--- src/rtl/lockfill_pkg.sv ---
package lockfill_pkg;
  // Index width that never collapses to zero bits.
  function automatic int idx_w(input int n);
    return (n > 1) ? $clog2(n) : 1;
  endfunction
endpackage

--- src/rtl/lf_lock_array.sv ---
module lf_lock_array
  import lockfill_pkg::*;
#(
  parameter int NUM_SETS = 64,
  parameter int NUM_WAYS = 8,
  localparam int SET_W = idx_w(NUM_SETS),
  localparam int WAY_W = idx_w(NUM_WAYS)
) (
  input  logic                clk,
  input  logic                rst,
  input  logic                clr_all,
  input  logic                set_en,
  input  logic [SET_W-1:0]    set_idx,
  input  logic [WAY_W-1:0]    set_way,
  input  logic [SET_W-1:0]    rd_set,
  output logic [NUM_WAYS-1:0] rd_row,
  output logic                set_was_locked
);
  logic [NUM_WAYS-1:0] lock_q [NUM_SETS];

  // One row of flops per set; the global clear must reach every bit in one
  // cycle, so the lock state cannot live in a block RAM.
  for (genvar s = 0; s < NUM_SETS; s++) begin : g_row
    always_ff @(posedge clk) begin
      if (rst || clr_all) begin
        lock_q[s] <= '0;
      end else if (set_en && (set_idx == SET_W'(s))) begin
        lock_q[s][set_way] <= 1'b1;
      end
    end
  end

  assign rd_row         = lock_q[rd_set];
  assign set_was_locked = lock_q[set_idx][set_way];
endmodule

--- src/rtl/lf_victim_pick.sv ---
module lf_victim_pick
  import lockfill_pkg::*;
#(
  parameter int NUM_WAYS = 8,
  localparam int WAY_W = idx_w(NUM_WAYS)
) (
  input  logic [NUM_WAYS-1:0] locked_row,
  output logic                found,
  output logic [WAY_W-1:0]    way
);
  // Lowest-index unlocked way wins.
  always_comb begin
    found = 1'b0;
    way   = '0;
    for (int i = NUM_WAYS - 1; i >= 0; i--) begin
      if (!locked_row[i]) begin
        found = 1'b1;
        way   = WAY_W'(i);
      end
    end
  end
endmodule

--- src/rtl/lf_lock_counter.sv ---
module lf_lock_counter #(
  parameter int TOTAL = 512,
  localparam int HALF  = TOTAL / 2,
  localparam int CNT_W = $clog2(TOTAL + 1)
) (
  input  logic clk,
  input  logic rst,
  input  logic inc,
  input  logic clr,
  output logic half_req,
  output logic full
);
  logic [CNT_W-1:0] cnt_q, cnt_d;
  logic             req_q, full_q;

  always_comb begin
    if (clr)                                  cnt_d = '0;
    else if (inc && (cnt_q != CNT_W'(TOTAL))) cnt_d = cnt_q + CNT_W'(1);
    else                                      cnt_d = cnt_q;
  end

  always_ff @(posedge clk) begin
    if (rst) begin
      cnt_q  <= '0;
      req_q  <= 1'b0;
      full_q <= 1'b0;
    end else begin
      cnt_q  <= cnt_d;
      req_q  <= clr ? 1'b0 : (req_q | (cnt_d >= CNT_W'(HALF)));
      full_q <= clr ? 1'b0 : (cnt_d == CNT_W'(TOTAL));
    end
  end

  assign half_req = req_q;
  assign full     = full_q;
endmodule

--- src/rtl/lockfill_ctrl.sv ---
module lockfill_ctrl
  import lockfill_pkg::*;
#(
  parameter int NUM_SETS = 64,
  parameter int NUM_WAYS = 8,
  localparam int SET_W = idx_w(NUM_SETS),
  localparam int WAY_W = idx_w(NUM_WAYS),
  localparam int TOTAL = NUM_SETS * NUM_WAYS
) (
  input  logic             clk,
  input  logic             rst,
  input  logic             lk_valid,
  input  logic             lk_hit,
  input  logic [SET_W-1:0] lk_set,
  input  logic             fill_valid,
  input  logic [SET_W-1:0] fill_set,
  input  logic [WAY_W-1:0] fill_way,
  input  logic             perm_done,
  output logic             vic_valid,
  output logic [SET_W-1:0] vic_set,
  output logic [WAY_W-1:0] vic_way,
  output logic             miss_stall,
  output logic             perm_req,
  output logic             all_locked
);
  logic [NUM_WAYS-1:0] lk_row;
  logic                fill_dup;
  logic                pick_found;
  logic [WAY_W-1:0]    pick_way;
  logic                miss;
  logic                new_lock;

  lf_lock_array #(.NUM_SETS(NUM_SETS), .NUM_WAYS(NUM_WAYS)) u_locks (
    .clk            (clk),
    .rst            (rst),
    .clr_all        (perm_done),
    .set_en         (fill_valid),
    .set_idx        (fill_set),
    .set_way        (fill_way),
    .rd_set         (lk_set),
    .rd_row         (lk_row),
    .set_was_locked (fill_dup)
  );

  lf_victim_pick #(.NUM_WAYS(NUM_WAYS)) u_pick (
    .locked_row (lk_row),
    .found      (pick_found),
    .way        (pick_way)
  );

  assign new_lock = fill_valid && !fill_dup && !perm_done;

  lf_lock_counter #(.TOTAL(TOTAL)) u_cnt (
    .clk      (clk),
    .rst      (rst),
    .inc      (new_lock),
    .clr      (perm_done),
    .half_req (perm_req),
    .full     (all_locked)
  );

  assign miss = lk_valid && !lk_hit;

  logic             vic_valid_q, miss_stall_q;
  logic [SET_W-1:0] vic_set_q;
  logic [WAY_W-1:0] vic_way_q;

  always_ff @(posedge clk) begin
    if (rst) begin
      vic_valid_q  <= 1'b0;
      miss_stall_q <= 1'b0;
      vic_set_q    <= '0;
      vic_way_q    <= '0;
    end else begin
      vic_valid_q  <= miss && pick_found;
      miss_stall_q <= miss && !pick_found;
      if (miss)               vic_set_q <= lk_set;
      if (miss && pick_found) vic_way_q <= pick_way;
    end
  end

  assign vic_valid  = vic_valid_q;
  assign miss_stall = miss_stall_q;
  assign vic_set    = vic_set_q;
  assign vic_way    = vic_way_q;
endmodule

--- config.mk ---
export PLATFORM = sky130hd
export DESIGN_NAME = lockfill_ctrl
export DESIGN_NICKNAME = d
export VERILOG_FILES = /design/src/rtl/lockfill_pkg.sv /design/src/rtl/lf_lock_array.sv /design/src/rtl/lf_victim_pick.sv /design/src/rtl/lf_lock_counter.sv /design/src/rtl/lockfill_ctrl.sv
export SDC_FILE = /design/constraint.sdc
export NUM_CORES = 1
export LEC_CHECK = 0
export CAP_MARGIN = 20
export CELL_PAD_IN_SITES_DETAIL_PLACEMENT = 0
export CELL_PAD_IN_SITES_GLOBAL_PLACEMENT = 1
export CORE_MARGIN = 2
export CORE_UTILIZATION = 56
export CTS_CLUSTER_SIZE = 12
export DETAILED_ROUTE_END_ITERATION = 8
export PLACE_DENSITY = 0.87
export SLEW_MARGIN = 30
export SYNTH_ARGS = -nofsm -noshare
export SYNTH_HDL_FRONTEND = slang
export SYNTH_HIERARCHICAL = 1
export SYNTH_SLANG_ARGS = --single-unit
--- constraint.sdc ---
create_clock -name clk -period 11.4 [get_ports clk]
set_input_delay 2.28 -clock clk [delete_from_list [all_inputs] [get_ports clk]]
set_output_delay 2.28 -clock clk [all_outputs]
set_load 0.005 [all_outputs]
**Word level (Yosys, flattened, before mapping)**

Memories as Yosys holds them, arrays and structs flattened.
Index checks and enable logic that the tools add are counted.

- Add/subtract/negate cells: 1
- $lt $le $gt $ge: 3
- Eq/ne operators: 65
- Mux-type cells: 728
- Bitwise gates (word level): 513
- Reductions and logical operators: 78

Operators with widths:

| kind | count |
|---|---|
| $mux W1 | 652 |
| $or A1 B1 Y1 | 513 |
| $mux W8 | 64 |
| $eq A6 B6 Y1 const B | 32 |
| $eq A6 B5 Y1 const B | 16 |
| $logic_and A1 B1 Y1 | 71 |
| $eq A6 B4 Y1 const B | 8 |
| $eq A6 B3 Y1 const B | 4 |
| $mux W3 | 8 |
| $mux W10 | 2 |
| $eq A6 B2 Y1 const B | 2 |
| $add A10 B1 Y10 const B | 1 |
| $eq A10 B10 Y1 const B | 1 |
| $ge A10 B9 Y1 const B | 1 |
| $ne A10 B10 Y1 const B | 1 |
| $eq A6 B1 Y1 const B | 1 |
| $logic_not A6 Y1 | 1 |
| $logic_not A1 Y1 | 4 |
| $lt A3 B4 Y1 const B | 1 |
| $bmux W1 S3 | 1 |
| $demux W1 S3 | 1 |
| $ge A3 B1 Y1 const B | 1 |
| $reduce_or A2 Y1 | 1 |
| $logic_or A1 B1 Y1 | 1 |

- Flip-flop bits (word level): 23
- RAM bits: 512
- Input port bits: 21
- Output and inout bits: 13
- Memories: 1

Memory list:

| memory | words | bits a word | rd ports | clocked after Yosys merged registers in | write ports | RTL line | RTL |
|---|---|---|---|---|---|---|---|
| u_locks.lock_q | 64 | 8 | 2 | 0 | 64 | lf_lock_array.sv:19 | `logic [NUM_WAYS-1:0] lock_q [NUM_SETS];` |

**Depth between registers and ports, before layout**

Gate-level depths: netlist of run 1.
An unclocked memory read counts as a cell.

- Word-level depth: 11
- Depth in mapped cells: 18
- Gate-level depth less buffers: 14

**By module**

The synthesis of run 1 kept the hierarchy.

By module, submodules not included:

| module | times used | cells an instance | area an instance (um^2) |
|---|---|---|---|
| lf_lock_array | 1 | 2517 | 29457.0 |
| lf_lock_counter | 1 | 77 | 653.1 |
| lockfill_ctrl | 1 | 47 | 410.4 |
| lf_victim_pick | 1 | 16 | 78.8 |

**Worst setup path after synthesis of run 1**

Ideal clock, no wire load.

- Path type: input to register
- From: input fill_set[1]
- To: register u_cnt.full_q (netlist: u_cnt/full)
- Setup time: 0.087 ns
- Arrival time: 5.631 ns
- Slack: 5.682 ns
- Cell stages on the path: 15
- Buffers on the path: 3
- Cells stage by stage: buf_4 > buf_2 > buf_2 > mux2i_1 > a22oi_1 > a311oi_2 > o21ai_1 > a221o_1 > a221o_1 > nor3b_1 > nand4_2 > mux2_2 > a2bb2oi_1 > nor2_1 > nor4b_2

- Cells in the longest elaborated chain, start to end: 10

RTL lines:

| what | RTL line | RTL |
|---|---|---|
| from (decl) | lockfill_ctrl.sv:16 | `input logic [SET_W-1:0] fill_set,` |
| $mem_v2 Z64 W8 | n/a |  |
| $bmux W1 S3 | lf_lock_array.sv:34 | `assign set_was_locked = lock_q[set_idx][set_way];` |
| $mux W1 (implied by the code) | lf_lock_array.sv:34 |  |
| via fill_dup | lockfill_ctrl.sv:27 | `logic fill_dup;` |
| $logic_not A1 Y1 | lockfill_ctrl.sv:51 | `assign new_lock = fill_valid && !fill_dup && !perm_done;` |
| $logic_and A1 B1 Y1 (2 in series) | lockfill_ctrl.sv:51 |  |
| via new_lock | lockfill_ctrl.sv:31 | `logic new_lock;` |
| $logic_and A1 B1 Y1 | lf_lock_counter.sv:18 | `else if (inc && (cnt_q != CNT_W'(TOTAL))) cnt_d = cnt_q + CNT_W'(1);` |
| $mux W10 | lf_lock_counter.sv:18 |  |
| $mux W10 | lf_lock_counter.sv:17 | `if (clr) cnt_d = '0;` |
| $eq A10 B10 Y1 | lf_lock_counter.sv:30 | `full_q <= clr ? 1'b0 : (cnt_d == CNT_W'(TOTAL));` |
| to (signal assigned) | lf_lock_counter.sv:30 |  |
| to (decl) | lf_lock_counter.sv:14 | `logic req_q, full_q;` |

The timed path passes the listed nets, and every way through them passes these cells. The select of a mux whose other input is x is not followed.
A chain may end at the register's enable or synchronous reset.

**Worst setup path in the final report of run 1**

- From: input fill_set[2]
- To: register u_cnt.full_q (netlist: u_cnt/full)

Same word-level chain as after synthesis.

==> results of run 1 <==
-- cell usage in the layout (no fill, tap or decap), drive strengths merged, types with 5 or more instances in the layout --
cell and n:
nor3 18, nand2b 7, nand4 20, a22oi 32
clkinv 22, mux4 261, xnor2 6, dfxtp 31
inv 12, o21ai 522, nand2 142, nor2b 14
clkbuf 79, o22ai 8, a21oi 25, a211oi 11
a31oi 8, and2 5, mux2 7, clkdlybuf4s50 26
mux2i 69, buf 36, nor4 7, nand3 31
edfxtp 504, nor2 542
-- critical path, delay by kind of cell --
family | cells | cell delay, ps
AND/OR/NAND/NOR | 5 | 1910
AO/OA/AOI/OAI | 6 | 1750
buffers and inverters | 2 | 1220
multiplexers | 1 | 360
-- synth_stat cells (all sizes together) (14+ instances only) --
cell type and instances:
edfxtp 504, nor3 18, a22oi 32, buf 57, dfxtp 31, clkbuf 274
mux4 261, nor2 542, mux2i 69, nor2b 14, nand3 31, nand4 20
nand2 142, a21oi 25, o21ai 522
-- state kept, by name (all words and copies together) (netlist names) --
| signal | flops |
|---|---|
| u_cnt/half_req | 1 |
| vic_set | 6 |
| u_cnt/cnt_q | 10 |
| vic_way | 3 |
| u_cnt/full | 1 |
| u_locks/lock_q | 512 |
| vic_valid | 1 |
| miss_stall | 1 |
-- per-stage QoR --
| step | total power, W | worst slack, ps |
|---|---|---|
| after CTS | 0.00460 | 3980 |
| after detailed placement | 0.00284 | 3330 |
| after global placement | 0.00282 | 3560 |
| after global routing | 0.00472 | 4190 |
| final | 0.00459 | 4380 |
| after floorplan | 0.00267 | 5680 |
-- metal layers --
layer  wire length (um)  track usage, %  part of all wire [%]  up-vias
met2              40100            47.7                    46     1352
li1                   -               -                     -     9508
met5                 32               0                 0.037        -
met4               3180            12.0                   3.6        4
met3              10700            7.39                    12      188
met1              33400            44.0                    38    11241
-- power by group --
part | total (W) | switching [W] | internal (W)
sequential | 0.00229 | 0.0000518 | 0.00224
clock | 0.00178 | 0.000772 | 0.00101
combinational | 0.000523 | 0.000310 | 0.000213
-- cell families (layout without fill, tap and decap cells) --
family | Yosys count | in the layout
other | 0 | 2
DFF | 535 | 535
adders and majority gates | 2 | 2
AOI/OAI and AO/OA | 625 | 625
and+or+nand+nor | 805 | 805
xor gates and xnor gates | 10 | 10
muxes | 337 | 337
buffers and inverters | 343 | 179
-- final timing paths --
kind                         startpoint    endpoint  slack [ps]
setup / recovery            fill_set[2]  u_cnt/full        4380
hold / removal               vic_set[0]  vic_set[0]         450
setup reg to reg  u_locks/lock_q[19][3]  u_cnt/full        7060
hold reg to reg              vic_set[0]  vic_set[0]         450
-- cell type report --
class	count	area (sq um)	area share, %
antenna	2	5.00	0.0154
clock buffer	79	1580	4.87
clock inverter	26	174	0.535
inverter	12	45.0	0.139
multi-input combinational	1779	13500	41.5
sequential	535	15800	48.5
tap	696	871	2.68
timing repair buffer	62	594	1.83
==> metrics, run 1 <==
post-synthesis xor/xnor area fraction 0.286%; complex-gate fraction of the synthesized area 10.9%; proportion of layout cells with a drive suffix above 1 16.2%; Remaining DRCs 0; GRT Total Usage 31.3%; CTS tree done; Final setup viols 0; core area 53900 sq um; Pre-Repair DR Iteration Count 6; drt total wl 87.4 mm; initial antenna violation count 5; worst-margin pin slew 1000 ps; P&R area growth vs syn 6.23%; H-tree depth 2; TNS Setup 0 ps; Synth cell types 62; fin cells 3191; Vias/cell 6.99; Setup Buffers After CTS 0; clock skew 24.7 ps; Layout Utilization 60.3%; EDFF count, synth 504; CTS max path bufs 3; # nets final 2470; CP cell instances buf_2, buf_4, nor2b_1, a22oi_1, a311oi_2, o21ai_1, a221o_1, a221o_1, nor3b_1, nand4_2, mux2_2, a2bb2oi_1, nor2_1, nor4b_2; status finished clean; Slew HR 32.5%; Cell Pwr Density 141 nW/um^2; Synth Area in Simple Gates 10.8%; CP Max Fanout 43; placed cell count 3083; critical path's slowest cell nor2b_1; die height 238 um; Post-Syn Area 30600 sq um; top-area cell type share of the netlist area 49.5%; crit-path max cell delay 730 ps; antenna viol nets, final 0; Fin. Hold Viols 0; RSZ-0062 raised after global routing false; Skew-Pair Late Insertion Delay 630 ps; hold-fix buffers at CTS 0; clock-pin slew on the worst setup and hold paths 60 ps; Hold Path Class flop to flop; Root Buffer clkbuf_16; Placement Cell Area 30700 sq um; Pleak 10.4 nW; Syn Inst Count 2657; most common flop cell mapped by yosys edfxtp_1; pins over their slew limit 0; crit path kind input port to flop; Top Ports 34; global route total overflow 0; post-synthesis async set-or-reset flop share 0%; vias 22293; Worst Path Required 11950 ps; CP Launch Type input port; synthesized area per cell 11.5 sq um; R2R depth 13; type of destination of the critical path flop; adder-cell share of the synthesized area 0.0818%; Mapped Nets 2680; routed wire length per instance 27.4 um; Hold WS 454 ps; CTS buffer count 57; fmax 143 MHz; largest family of logic cells by synthesized area multiplexers; Die Area 56500 sq um; CTS sink cnt 535; top post-synthesis cells by area edfxtp_1 (49%), mux4_2 (19%), o21ai_0 (7.3%), nor2_1 (6.6%), clkbuf_1 (3.4%); minimum clock period 7020 ps; largest net degree at the start of global routing 306; synth warn 6; vias in the first global route 21053; Critical Path AT 7560 ps; FF+latch count, synth 535; filler cell count 4183; Chip Width 238 um; placer congestion estimate 0.917; Seq/Total Area, Yosys 51.5%; VDD IR-drop max 109 uV; design area 32500 sq um; Max-Cap Viols 0; post-synth top area cell edfxtp_1; count of input and output buffers 33; final period utilization 61.5%; first-pass GRT wire length 132 mm; post-cts sizing count 0; Initial Util 56.7%; DRC marker count from the first detailed-route iteration 3409; mux contribution to synthesized area 21.7%; Critical Path Most Common Cell a221o_1; Rows 85; worst hold path depth 2; hpwl dp 55.7 mm
Note: power is estimated with default switching activity, not from simulation.
==> run 2: changes to the inputs <==
--- a/config.mk
+++ b/config.mk
@@ -9,10 +9,10 @@
 export CELL_PAD_IN_SITES_DETAIL_PLACEMENT = 0
 export CELL_PAD_IN_SITES_GLOBAL_PLACEMENT = 1
 export CORE_MARGIN = 2
-export CORE_UTILIZATION = 56
+export CORE_UTILIZATION = 47
 export CTS_CLUSTER_SIZE = 12
 export DETAILED_ROUTE_END_ITERATION = 8
-export PLACE_DENSITY = 0.87
+export PLACE_DENSITY = 0.78
 export SLEW_MARGIN = 30
 export SYNTH_ARGS = -nofsm -noshare
 export SYNTH_HDL_FRONTEND = slang
==> constraint.sdc (replaced) <==
create_clock -name clk -period 6.2 [get_ports clk]
set_input_delay 1.24 -clock clk [delete_from_list [all_inputs] [get_ports clk]]
set_output_delay 1.24 -clock clk [all_outputs]
set_load 0.005 [all_outputs]
==> run 2 against run 1 <==
Against the previous run:
- design area increased by 2.0%
- worst setup slack got worse by 3200 ps
- utilization decreased by 8.8 points
- non-clock buffer count increased by 40
- via count about the same
- highest routed layer unchanged
- global-route usage decreased by 4.5 points
- sequential cell count unchanged
- clock-buffer cell count increased by 2
- register-to-register slack got worse by 4800 ps
- combinational power increased by 87%
- largest cell class unchanged
==> metrics, run 2 (synthesis gave the netlist of run 1 again) <==
RSZ-0062 raised after global routing false; initial antenna violation count 4; hold-fix buffers at CTS 0; Setup Buffers After CTS 0; crit-path max cell delay 460 ps; max FFs per register 512; placer congestion estimate 0.932; Worst Path Required 6740 ps; drt total wl 89.2 mm; Root Buffer clkbuf_16; Flop pwr share 48.9%; CP Max Fanout 62; TNS Setup 0 ps; CTS max path bufs 3; status finished clean; hpwl dp 59.0 mm; Chip Width 259 um; core area 64500 sq um; Critical Path Most Common Cell buf_4; proportion of layout cells with a drive suffix above 1 17.6%; Switching Power 0.00211 W; clock skew 32.8 ps; Most flops, register u_locks/lock_q; Top Ports 34; Pre-Repair DR Iteration Count 7; R2R depth 14; Hold Path Class flop to flop; count of input and output buffers 33; filler cell count 5560; Skew-Pair Late Insertion Delay 650 ps; vias in the first global route 21460; first-pass GRT wire length 135 mm; critical path's slowest cell buf_4; Vias/cell 6.58; Critical Path AT 5510 ps; clock-pin slew on the worst setup and hold paths 60 ps; CP Launch Type input port; pins over their slew limit 0; Cell Pwr Density 260 nW/um^2; antenna viol nets, final 0; largest net degree at the start of global routing 246; routed wire length per instance 26.3 um; die height 259 um; WP depth 16; # nets final 2511; fmax 201 MHz; logic gate share of total power 11.3%; clock power share 39.8%; GRT Total Usage 26.8%; reg2reg setup slack 2270 ps; Initial Util 47.5%; global route total overflow 0; CP cell instances buf_8, buf_4, buf_4, mux4_2, a22oi_1, a21oi_1, o21ai_0, nand4_1, a221o_1, nor3b_1, buf_4, nand2_1, nor3_1, xnor2_1, nand3_1, nor4b_2; Final setup viols 0; CTS buffer count 58; CTS sink cnt 535; Die Area 67200 sq um; switch share 24.4%; Pleak 10.7 nW; Rows 93; crit path kind input port to flop; commonest non-fill, non-tap cells in the layout nor2_1 (540), edfxtp_1 (504), o21ai_0 (446); Design Power 0.00862 W; Fin. Hold Viols 0; Top Family by Delay on Critical Path buffers and inverters; vias 22300; VDD IR-drop max 210 uV; H-tree depth 2; Max-Cap Viols 0; type of destination of the critical path flop; Slew HR 26.7%; DRC marker count from the first detailed-route iteration 3039; final period utilization 80.1%; worst hold path depth 2; worst-margin pin slew 1090 ps; minimum clock period 4970 ps; Worst Path Buf+Inv 4; post-cts sizing count 0; Remaining DRCs 0; Int Pwr 0.00651 W; P&R area growth vs syn 8.37%; commonest non-fill, non-tap cell in the layout nor2_1; CTS tree done
run 2: area by class of cell:
| cell class | count | area [sq um] | area share, % |
|---|---|---|---|
| well taps | 855 | 1070 | 3.23 |
| flip-flops and latches | 535 | 15800 | 47.5 |
| diodes | 1 | 2.50 | 0.00755 |
| repair buffers | 102 | 946 | 2.85 |
| clock buffers | 81 | 1630 | 4.92 |
| multi-input cells | 1779 | 13500 | 40.7 |
| clock inverters | 25 | 230 | 0.694 |
| inverters | 12 | 45.0 | 0.136 |
run 2: power groups by stage:
stage / sequential [W] / clock (W) / combinational, W
after floorplan: 0.00424 / 0 / 0.000677
after global placement: 0.00427 / 0 / 0.000942
after detailed placement: 0.00429 / 0 / 0.000956
after CTS: 0.00421 / 0.00348 / 0.000960
after global routing: 0.00423 / 0.00360 / 0.00103
final: 0.00421 / 0.00343 / 0.000977
run 2: worst reg2reg max path: cells and delay by family, from the launching register on:
| kind | cells | cell delay [ps] |
|---|---|---|
| AOI/OAI and AO/OA | 4 | 1110 |
| xor gates and xnor gates | 1 | 210 |
| buffers and inverters | 1 | 190 |
| DFF | 1 | 390 |
| muxes | 2 | 860 |
| and+or+nand+nor | 6 | 1070 |
run 2: per-layer routing:
layer  share of wire [%]  GRT usage [%]  routed length, um  vias up
met2                  46           42.0              41400     1233
met3                  12           5.57              10500      183
met1                  38           37.2              34200    11278
li1                    -              -                  -     9604
met5               0.015              0                 13        -
met4                 3.5           9.75               3120        2
run 2: path summary, 6_finish.rpt:
| path | from | end |
|---|---|---|
| worst min register to register | vic_set[4] | vic_set[4] |
| worst max-delay path | fill_set[1] | u_cnt/full |
| worst max register to register | u_locks/lock_q[47][0] | u_cnt/full |
| worst min-delay path | vic_set[4] | vic_set[4] |
run 2: metrics by stage:
step                area [sq um]  hold WS, ps  util [%]  setup WS, ps  std cells
finish                     33200          456      51.4          1230       3390
detailed placement         31300          450      48.5           673       3283
global placement           31300          449      48.5           623       3283
CTS                        33100          458      51.4          1320       3389
floorplan                  30600          438         -          1520       2657
global route               33200          483      51.4           930       3389
